--- src/rtl/aif_pkg.sv ---
package aif_pkg;
    localparam int ADDR_W      = 4;
    localparam int BYTE_W      = 8;
    localparam int NUM_DB      = 10;
    localparam int STORED_DB   = 5;
    localparam int CA_IDX      = 3;
    localparam int HDR_BYTES   = 3;
    localparam int PKT_LEN     = HDR_BYTES + 1 + NUM_DB;
    localparam int IDX_W       = $clog2(PKT_LEN);
    localparam int ADDR_CTRL   = NUM_DB;
    localparam int ADDR_CHK    = NUM_DB + 1;
    localparam int ADDR_HDR    = NUM_DB + 2;
    localparam int EN_BIT      = 5;
    localparam int REP_BIT     = 4;

    typedef logic [BYTE_W-1:0] byte_t;

    localparam byte_t HDR_TYPE = 8'h84;
    localparam byte_t HDR_VER  = 8'h01;
    localparam byte_t HDR_LEN  = 8'h0A;
    localparam byte_t CA_CODE  = 8'h13;

    typedef enum logic [1:0] {
        ST_IDLE,
        ST_HEAD,
        ST_BODY
    } ser_state_e;

    function automatic byte_t hdr_byte(input int i);
        case (i)
            0:       return HDR_TYPE;
            1:       return HDR_VER;
            default: return HDR_LEN;
        endcase
    endfunction
endpackage

--- src/rtl/aif_regs.sv ---
module aif_regs
    import aif_pkg::*;
(
    input  logic              clk,
    input  logic              rst_n,
    input  logic              wr_en,
    input  logic [ADDR_W-1:0] wr_addr,
    input  byte_t             wr_data,
    input  logic [ADDR_W-1:0] rd_addr,
    input  logic              clr_en,
    output byte_t             rd_data,
    output byte_t             db_o [STORED_DB],
    output byte_t             chk_o,
    output logic              en_o,
    output logic              rep_o
);
    logic  ctrl_wr;
    byte_t acc;

    assign ctrl_wr = wr_en && (wr_addr == ADDR_W'(ADDR_CTRL));

    for (genvar g = 0; g < STORED_DB; g++) begin : g_db
        byte_t q;
        if (g == CA_IDX) begin : g_ca
            always_ff @(posedge clk or negedge rst_n) begin
                if (!rst_n)
                    q <= '0;
                else if (wr_en && wr_addr == ADDR_W'(g))
                    q <= (wr_data != '0) ? CA_CODE : '0;
            end
        end else begin : g_plain
            always_ff @(posedge clk or negedge rst_n) begin
                if (!rst_n)
                    q <= '0;
                else if (wr_en && wr_addr == ADDR_W'(g))
                    q <= wr_data;
            end
        end
        assign db_o[g] = q;
    end

    always_ff @(posedge clk or negedge rst_n) begin
        if (!rst_n) begin
            en_o  <= 1'b0;
            rep_o <= 1'b0;
        end else if (ctrl_wr) begin
            en_o  <= wr_data[EN_BIT];
            rep_o <= wr_data[REP_BIT];
        end else if (clr_en) begin
            en_o  <= 1'b0;
        end
    end

    always_comb begin
        acc = HDR_TYPE + HDR_VER + HDR_LEN;
        for (int i = 0; i < STORED_DB; i++)
            acc = acc + db_o[i];
        chk_o = ~acc + 8'd1;
    end

    always_comb begin
        rd_data = '0;
        for (int i = 0; i < STORED_DB; i++)
            if (rd_addr == ADDR_W'(i))
                rd_data = db_o[i];
        for (int i = 0; i < HDR_BYTES; i++)
            if (rd_addr == ADDR_W'(ADDR_HDR + i))
                rd_data = hdr_byte(i);
        if (rd_addr == ADDR_W'(ADDR_CHK))
            rd_data = chk_o;
        if (rd_addr == ADDR_W'(ADDR_CTRL)) begin
            rd_data[EN_BIT]  = en_o;
            rd_data[REP_BIT] = rep_o;
        end
    end


    ca_force_chk: assert property (@(posedge clk) disable iff (!rst_n)
        (wr_en && wr_addr == ADDR_W'(CA_IDX) && wr_data != '0) |=> (db_o[CA_IDX] == CA_CODE));


    self_clear_chk: assert property (@(posedge clk) disable iff (!rst_n)
        (clr_en && !ctrl_wr) |=> !en_o);


    sw_wins_chk: assert property (@(posedge clk) disable iff (!rst_n)
        (clr_en && ctrl_wr && wr_data[EN_BIT]) |=> en_o);
endmodule

--- src/rtl/aif_serializer.sv ---
module aif_serializer
    import aif_pkg::*;
(
    input  logic  clk,
    input  logic  rst_n,
    input  logic  send_req,
    input  logic  en,
    input  byte_t db_i [STORED_DB],
    input  byte_t chk_i,
    input  logic  pkt_ready,
    output logic  pkt_valid,
    output byte_t pkt_data,
    output logic  pkt_last,
    output logic  pkt_done
);
    ser_state_e        state_q, state_d;
    logic [IDX_W-1:0]  idx_q;
    byte_t             sh_db [STORED_DB];
    byte_t             sh_chk;
    logic              start, accept;

    assign start  = (state_q == ST_IDLE) && send_req && en;
    assign accept = (state_q != ST_IDLE) && pkt_ready;

    always_comb begin
        state_d = state_q;
        unique case (state_q)
            ST_IDLE: if (start) state_d = ST_HEAD;
            ST_HEAD: if (accept && idx_q == IDX_W'(HDR_BYTES)) state_d = ST_BODY;
            ST_BODY: if (accept && idx_q == IDX_W'(PKT_LEN - 1)) state_d = ST_IDLE;
            default: state_d = ST_IDLE;
        endcase
    end

    always_ff @(posedge clk or negedge rst_n) begin
        if (!rst_n) begin
            state_q <= ST_IDLE;
            idx_q   <= '0;
        end else begin
            state_q <= state_d;
            if (start)
                idx_q <= '0;
            else if (accept)
                idx_q <= idx_q + 1'b1;
        end
    end

    always_ff @(posedge clk or negedge rst_n) begin
        if (!rst_n) begin
            sh_chk <= '0;
            for (int i = 0; i < STORED_DB; i++) sh_db[i] <= '0;
        end else if (start) begin
            sh_chk <= chk_i;
            for (int i = 0; i < STORED_DB; i++) sh_db[i] <= db_i[i];
        end
    end

    always_comb begin
        pkt_valid = (state_q != ST_IDLE);
        pkt_last  = pkt_valid && (idx_q == IDX_W'(PKT_LEN - 1));
        pkt_done  = pkt_last && pkt_ready;
        pkt_data  = '0;
        if (pkt_valid) begin
            for (int i = 0; i < HDR_BYTES; i++)
                if (idx_q == IDX_W'(i)) pkt_data = hdr_byte(i);
            if (idx_q == IDX_W'(HDR_BYTES)) pkt_data = sh_chk;
            for (int k = 0; k < STORED_DB; k++)
                if (idx_q == IDX_W'(HDR_BYTES + 1 + k)) pkt_data = sh_db[k];
        end
    end


    hold_chk: assert property (@(posedge clk) disable iff (!rst_n)
        (pkt_valid && !pkt_ready) |=> (pkt_valid && $stable(pkt_data)));


    idle_ignore_chk: assert property (@(posedge clk) disable iff (!rst_n)
        (!pkt_valid && send_req && !en) |=> !pkt_valid);


    first_byte_chk: assert property (@(posedge clk) disable iff (!rst_n)
        $rose(pkt_valid) |-> (pkt_data == HDR_TYPE));


    end_drop_chk: assert property (@(posedge clk) disable iff (!rst_n)
        pkt_done |=> !pkt_valid);
endmodule

--- src/rtl/aif_packet_builder.sv ---
module aif_packet_builder
    import aif_pkg::*;
(
    input  logic              clk,
    input  logic              rst_n,
    input  logic              wr_en,
    input  logic [ADDR_W-1:0] wr_addr,
    input  logic [7:0]        wr_data,
    input  logic [ADDR_W-1:0] rd_addr,
    output logic [7:0]        rd_data,
    input  logic              send_req,
    output logic              pkt_valid,
    input  logic              pkt_ready,
    output logic [7:0]        pkt_data,
    output logic              pkt_last
);
    byte_t db   [STORED_DB];
    byte_t chk;
    logic  en, rep, done, clr_en;

    assign clr_en = done && !rep;

    aif_regs u_regs (
        .clk     (clk),
        .rst_n   (rst_n),
        .wr_en   (wr_en),
        .wr_addr (wr_addr),
        .wr_data (wr_data),
        .rd_addr (rd_addr),
        .clr_en  (clr_en),
        .rd_data (rd_data),
        .db_o    (db),
        .chk_o   (chk),
        .en_o    (en),
        .rep_o   (rep)
    );

    aif_serializer u_ser (
        .clk       (clk),
        .rst_n     (rst_n),
        .send_req  (send_req),
        .en        (en),
        .db_i      (db),
        .chk_i     (chk),
        .pkt_ready (pkt_ready),
        .pkt_valid (pkt_valid),
        .pkt_data  (pkt_data),
        .pkt_last  (pkt_last),
        .pkt_done  (done)
    );
endmodule

--- config.mk ---
export PLATFORM = sky130hd
export DESIGN_NAME = aif_packet_builder
export DESIGN_NICKNAME = d
export VERILOG_FILES = /design/src/rtl/aif_pkg.sv /design/src/rtl/aif_regs.sv /design/src/rtl/aif_serializer.sv /design/src/rtl/aif_packet_builder.sv
export SDC_FILE = /design/constraint.sdc
export NUM_CORES = 1
export LEC_CHECK = 0
export ABC_AREA = 1
export BUFFER_PORTS_ARGS = -buffer_cell sky130_fd_sc_hd__buf_2
export CORE_MARGIN = 1
export CORE_UTILIZATION = 38
export DETAILED_ROUTE_END_ITERATION = 12
export GPL_ROUTABILITY_DRIVEN = 0
export GPL_TIMING_DRIVEN = 0
export PLACE_DENSITY = 0.62
export SETUP_SLACK_MARGIN = 0.2
export SYNTH_ARGS = -nofsm -noshare
export SYNTH_HDL_FRONTEND = slang
export SYNTH_HIERARCHICAL = 1
export SYNTH_SLANG_ARGS = --single-unit
--- constraint.sdc ---
create_clock -name clk -period 9.5 [get_ports clk]
set_input_delay 1.425 -clock clk [delete_from_list [all_inputs] [get_ports clk]]
set_output_delay 1.425 -clock clk [all_outputs]
set_load 0.03 [all_outputs]
Word level (Yosys, flattened, before mapping)
Cells that the tools add are included.
- memory bits (read-only): 0
- bits in latches: 0
- register bits: 96
- word-level logic and storage cells: 104
- memories: 0
- RAM bits: 0
- input port bits: 21
- equal/unequal tests: 28
- shift operators: 0
- multipliers: 0
- order comparisons: 0
- bitwise operators: 1
- add/sub/neg operators: 7
- reduce and logical (&&, ||, !) cells: 24
- muxes and demuxes: 29
- div/mod/pow operators: 0
- operators with widths (operator ; number):
    2-to-1 mux 8 bit ; 19
    adder 8 bit ; 4
    equality test 4 bit, second input constant ; 8
    equality test 4 x 2 -> 1 bit, second input constant ; 6
    equality test 4 x 3 -> 1 bit, second input constant ; 6
    logical AND 1 bit ; 14
    equality test 4 x 1 -> 1 bit, second input constant ; 3
    logical NOT 4 bit ; 3
    adder 8 x 1 -> 8 bit, second input constant ; 1
    adder 8 bit, first input constant ; 1
    2-to-1 mux 2 bit ; 4
    2-to-1 mux 4 bit ; 2
    inverter 8 bit ; 1
    nonzero test 8 bit ; 1
    != test 2 x 1 -> 1 bit, second input constant ; 3
    case mux 2 bit (3 select lines) ; 1
    nonzero test 2 bit ; 3
    2-to-1 mux 5 bit ; 1
    adder 4 x 1 -> 4 bit, second input constant ; 1
    AND reduction 3 bit ; 1
    equality test 2 x 1 -> 1 bit, second input constant ; 1
    equality test 2 bit, second input constant ; 1
    logical NOT 2 bit ; 1
    2-to-1 mux 1 bit ; 2
    logical NOT 1 bit ; 1

Logic depth before layout (Yosys ltp)
- depth in word-level cells: 11
- gate-level depth with buffers: 21
- mapped depth without buffers: 21

Hierarchy
The synthesis kept the hierarchy.
- modules (own cells, without submodules) (module ; cells each ; area each (um2) ; instances):
    aif_regs ; 419 ; 3024.2 ; 1
    aif_serializer ; 386 ; 2775.2 ; 1
    aif_packet_builder ; 2 ; 10.0 ; 1

Worst setup path after synthesis
Ideal clock, no wire load.
- path kind: register to output
- start: register u_regs.g_db[2].q[4]
- end: output rd_data[5]
- stages on the path, launching flop included: 18
- path buffers: 0
- arrival time: 3.295 ns
- path slack: 4.780 ns
- cell sequence: dfrtp_1 inv_1 fa_1 inv_1 fa_1 inv_1 fa_1 inv_1 ha_1 nand2_2 inv_1 nand2_1 nand3_2 nand2_2 nand2_2 xor2_2 nand2_1 nand3_1
- cells in the longest elaborated chain, start to end: 7
- RTL lines (element ; line ; text):
    start, declared ; aif_regs.sv:23 ; byte_t q;
    start signal, assigned ; aif_regs.sv:36 ; q <= wr_data;
    adder 8 bit (3 in a row) ; aif_regs.sv:57 ; acc = acc + db_o[i];
    inverter 8 bit ; aif_regs.sv:58 ; chk_o = ~acc + 8'd1;
    adder 8 x 1 -> 8 bit ; aif_regs.sv:58 ;
    named net chk[5] ; aif_packet_builder.sv:18 ; byte_t chk;
    2-to-1 mux 8 bit ; aif_regs.sv:69 ; if (rd_addr == ADDR_W'(ADDR_CHK))
    2-to-1 mux 2 bit ; aif_regs.sv:71 ; if (rd_addr == ADDR_W'(ADDR_CTRL)) begin
    end, declared ; aif_packet_builder.sv:10 ; output logic [7:0] rd_data,
The timed path passes the listed nets, and every way through them passes these cells.

Worst setup path in the final report
- start: register u_regs.g_db[3].q[1]
- end: output rd_data[4]
- cells in the longest elaborated chain, start to end: 6
- RTL lines (element ; line ; text):
    start, declared ; aif_regs.sv:23 ;
    start signal, assigned ; aif_regs.sv:29 ; q <= (wr_data != '0) ? CA_CODE : '0;
    adder 8 bit (2 in a row) ; aif_regs.sv:57 ;
    inverter 8 bit ; aif_regs.sv:58 ;
    adder 8 x 1 -> 8 bit ; aif_regs.sv:58 ;
    named net chk[4] ; aif_packet_builder.sv:18 ;
    2-to-1 mux 8 bit ; aif_regs.sv:69 ;
    2-to-1 mux 2 bit ; aif_regs.sv:71 ;
The timed path passes the listed nets, and every way through them passes these cells.

==> flow_summary.ini <==
[status]
status = finished, violations left
violations = DRC

[run]
cap_violations = 0

[worst_setup_path]
r2r_end = u_ser/sh_chk[7]
cp_slowest_cell = dfrtp_1
critPathRequiredTime_ns = 8.08
arrival_ns = 4.32
end_kind = output pin
reg2reg_depth = 18
worstPathMaxFanout = 6
critical_path_class = register to output pin
critPathTopFamily = adder cells
path_cells = inv_1 -> fa_1 -> fa_1 -> inv_1 -> ha_1 -> inv_1 -> fa_1 -> ha_1 -> inv_1 -> nor2_1 -> nand2_2 -> xor2_1 -> nand2_1 -> nand3_1 -> buf_2
crit_top_cell = inv_1
critPathLaunchType = register
cp.buffers_inverters = 5
timing.rr.start = u_regs/g_db[3].q[1]
cpPeakStageDelay_ns = 0.64
reg2reg_slack_ns = 5.61

[drt]
drt-vias-per-instance = 4.826
top_layer_used = met4
drt_pass1_iterations = 9
routedWlPerCell_um = 14.74
first_iter_violations = 256
via_count = 5067
routed_wl_um = 15480
wl_met1_um = 7555
route.met3.wl_um = 689
drc_errors = 3
ant_nets = 0
wl_met2_um = 7017

[placement]
dp_hpwl_um = 11950
dp_cells = 1034
portBuffers = 38
pre_cts_ws_ns = 4.166

[clock_network]
postCtsHoldBufs = 0
root_buffer = clkbuf_16
cts_sinks = 89
clk_pin_slew_worst_paths_ns = 0.06
clk_latency_ns = 0.34
cts.repair.resized = 0
cts_setup_buffers = 0
clock_path_buffers = 2
numCtsBuffers = 9
htree_levels = 3
tritoncts = done

[grt]
grt_pass1_wl_um = 25130
grt_pass1_vias = 4749
antenna_found_initial = 0
grt_start_max_net_pins = 58
grt_overflow = 0
grt_use_total_pct = 20.81

[cells_and_area]
insertedDiodeCount = 0
layout.nets = 916
fillers = 1522
final_cells = 1050
drive_above_1_share_pct = 13.51
syn_to_final_growth_pct = 14.11

[floorplanning]
die_y_um = 125.6
core_sq_mm = 0.01470
die_w_um = 125.6
start_util_pct = 39.52
pin_count = 39
design.die.area_sq_mm = 0.01579
rows = 44

[sta]
grt_setup_unrepaired = false
period_needed_ns = 5.741
fin_hold_ws_ns = 0.4746
fmax_ghz = 0.1742
tns_ns = 0
maxSlewViolCount = 0
clock_skew_ns = 0.005418
setup_viol = 0
postLayoutSetupSlackWorst_ns = 3.759
final_hold_viol_count = 0
finalCritPeriodShare_pct = 60.43

[power]
p_leak_nw = 3.651
power.total_w = 0.002673
power_density_mw_per_mm2 = 403.2
irDropWorstVdd_uv = 212.3

[yosys]
yosys_warnings = 6
synthCells = 807
synth_cell_types = 38
synthTopCellsByArea = dfrtp_1 (38%), nand2_1 (20%), inv_1 (7.4%)
synthesis.area_sq_mm = 0.005809
synth_top_area_share_pct = 38.34
synth_top_area_cell = dfrtp_1
synth_area_per_cell_sq_um = 7.199
ys_seq_elements = 89
ys_seq_area_share_pct = 38.34

[min_path]
hp-start = u_ser/sh_db[3]
hold_depth = 2
worst_hold_path.endpoint = u_ser/sh_db[3]
hold_class = register to register
-- state kept, by name, summed over array words and instances (netlist names) --
signal / flops
u_ser/sh_db: 40
u_regs/g_db.q: 33
u_ser/sh_chk: 8
u_ser/idx_q: 4
u_ser/state_q: 2
u_regs/en_o: 1
u_regs/rep_o: 1
-- cells in the final DEF (no fill, tap or decap), types with 2 or more instances in the layout --
cell and n:
a211oi_1 2, a21oi_1 24, a221oi_1 3, buf_2 44
buf_4 10, buf_6 2, bufinv_16 3, clkbuf_1 7
clkbuf_16 9, clkinv_4 2, conb_1 5, dfrtp_1 89
fa_1 16, ha_1 18, inv_1 114, inv_2 9
nand2_1 314, nand2_2 12, nand2_4 2, nand3_1 29
nand3_2 4, nand3b_1 2, nand4_1 9, nor2_1 39
nor2_2 7, nor2_4 3, nor3_1 2, o21ai_0 59
o22ai_1 6, or2_2 3, xnor2_1 2, xor2_1 4
-- cell type report --
type / count / area [sq um] / share of cell area, %
multi-input cells: 573 / 2979 / 44.94
flip-flops and latches: 89 / 2227 / 33.60
inverters: 123 / 461.7 / 6.965
clock buffers: 10 / 239.0 / 3.605
well taps: 184 / 230.2 / 3.473
repair buffers: 39 / 220.2 / 3.322
plain buffers: 26 / 156.4 / 2.359
clock inverters: 6 / 115.1 / 1.736
-- kinds of logic (layout without fill, tap and decap cells) --
kind of cell | after synthesis | in the layout | share of synthesized area [%]
AND/OR/NAND/NOR | 428 | 428 | 31.14
flip-flops | 89 | 89 | 38.34
XOR/XNOR | 7 | 7 | 1.185
buffers and inverters | 149 | 204 | 10.64
other | 1 | 5 | 0.06455
adder cells (fa/ha/maj) | 34 | 34 | 9.391
AO/OA/AOI/OAI | 99 | 99 | 9.240
-- per-stage QoR --
step	instance area, sq um	utilization (%)
final	6629	45.10
after floorplan	5824	-
after CTS	6629	45.10
after global routing	6629	45.10
after global placement	6245	42.48
after detailed placement	6275	42.69
-- worst reg2reg max path, stage by stage (launching register included) --
cell,delay [ns]
dfrtp_1,0.64
inv_1,0.29
fa_1,0.60
fa_1,0.41
inv_1,0.06
ha_1,0.21
inv_1,0.08
fa_1,0.39
inv_1,0.13
nand3_1,0.12
nand3_2,0.12
nand2_4,0.08
nor2_4,0.15
nand3_2,0.10
inv_1,0.06
nand2_1,0.05
and2_1,0.17
nand2_1,0.07
o21ai_0,0.07
-- where the power goes --
group          switching, W  internal [W]
sequential         0.000117      0.000512
clock              0.000151      0.000265
combinational       0.00106      0.000562
-- synth_stat cells --
cell and n:
a211oi_1 2, a21oi_1 24, a221oi_1 3, a31oi_1 1, and2_1 1, buf_2 7, buf_4 9, buf_6 2
clkbuf_1 7, clkbuf_2 1, conb_1 1, dfrtp_1 89, fa_1 16, ha_1 18, inv_1 114, inv_2 9
nand2_1 314, nand2_2 12, nand2_4 2, nand3_1 29, nand3_2 4, nand3_4 1, nand3b_1 2, nand4_1 9
nor2_1 39, nor2_2 7, nor2_4 3, nor3_1 2, o2111ai_1 1, o211ai_1 1, o21ai_0 59, o21ai_1 1
o221ai_2 1, o22ai_1 6, or2_2 3, xnor2_1 2, xor2_1 4, xor2_2 1
-- routing by layer --
layer / vias to the layer above / GRT usage, %
met5: - / 0
met1: 2347 / 29.58
met2: 106 / 32.71
li1: 2601 / -
met3: 13 / 3.611
met4: 0 / 5.595
-- worst max-delay path by stage --
stage | start | cells past startpoint | slack, ns | end
floorplan | u_regs/g_db[2].q[4] | 17 | 4.78 | rd_data[5]
global placement | u_regs/g_db[3].q[1] | 15 | 4.20 | rd_data[4]
detailed placement | u_regs/g_db[3].q[1] | 15 | 4.17 | rd_data[4]
CTS | u_regs/g_db[3].q[1] | 15 | 3.79 | rd_data[4]
global route | u_regs/g_db[3].q[1] | 15 | 3.53 | rd_data[4]
finish | u_regs/g_db[3].q[1] | 15 | 3.76 | rd_data[4]
No activity file was read; power rests on OpenSTA's default activity.
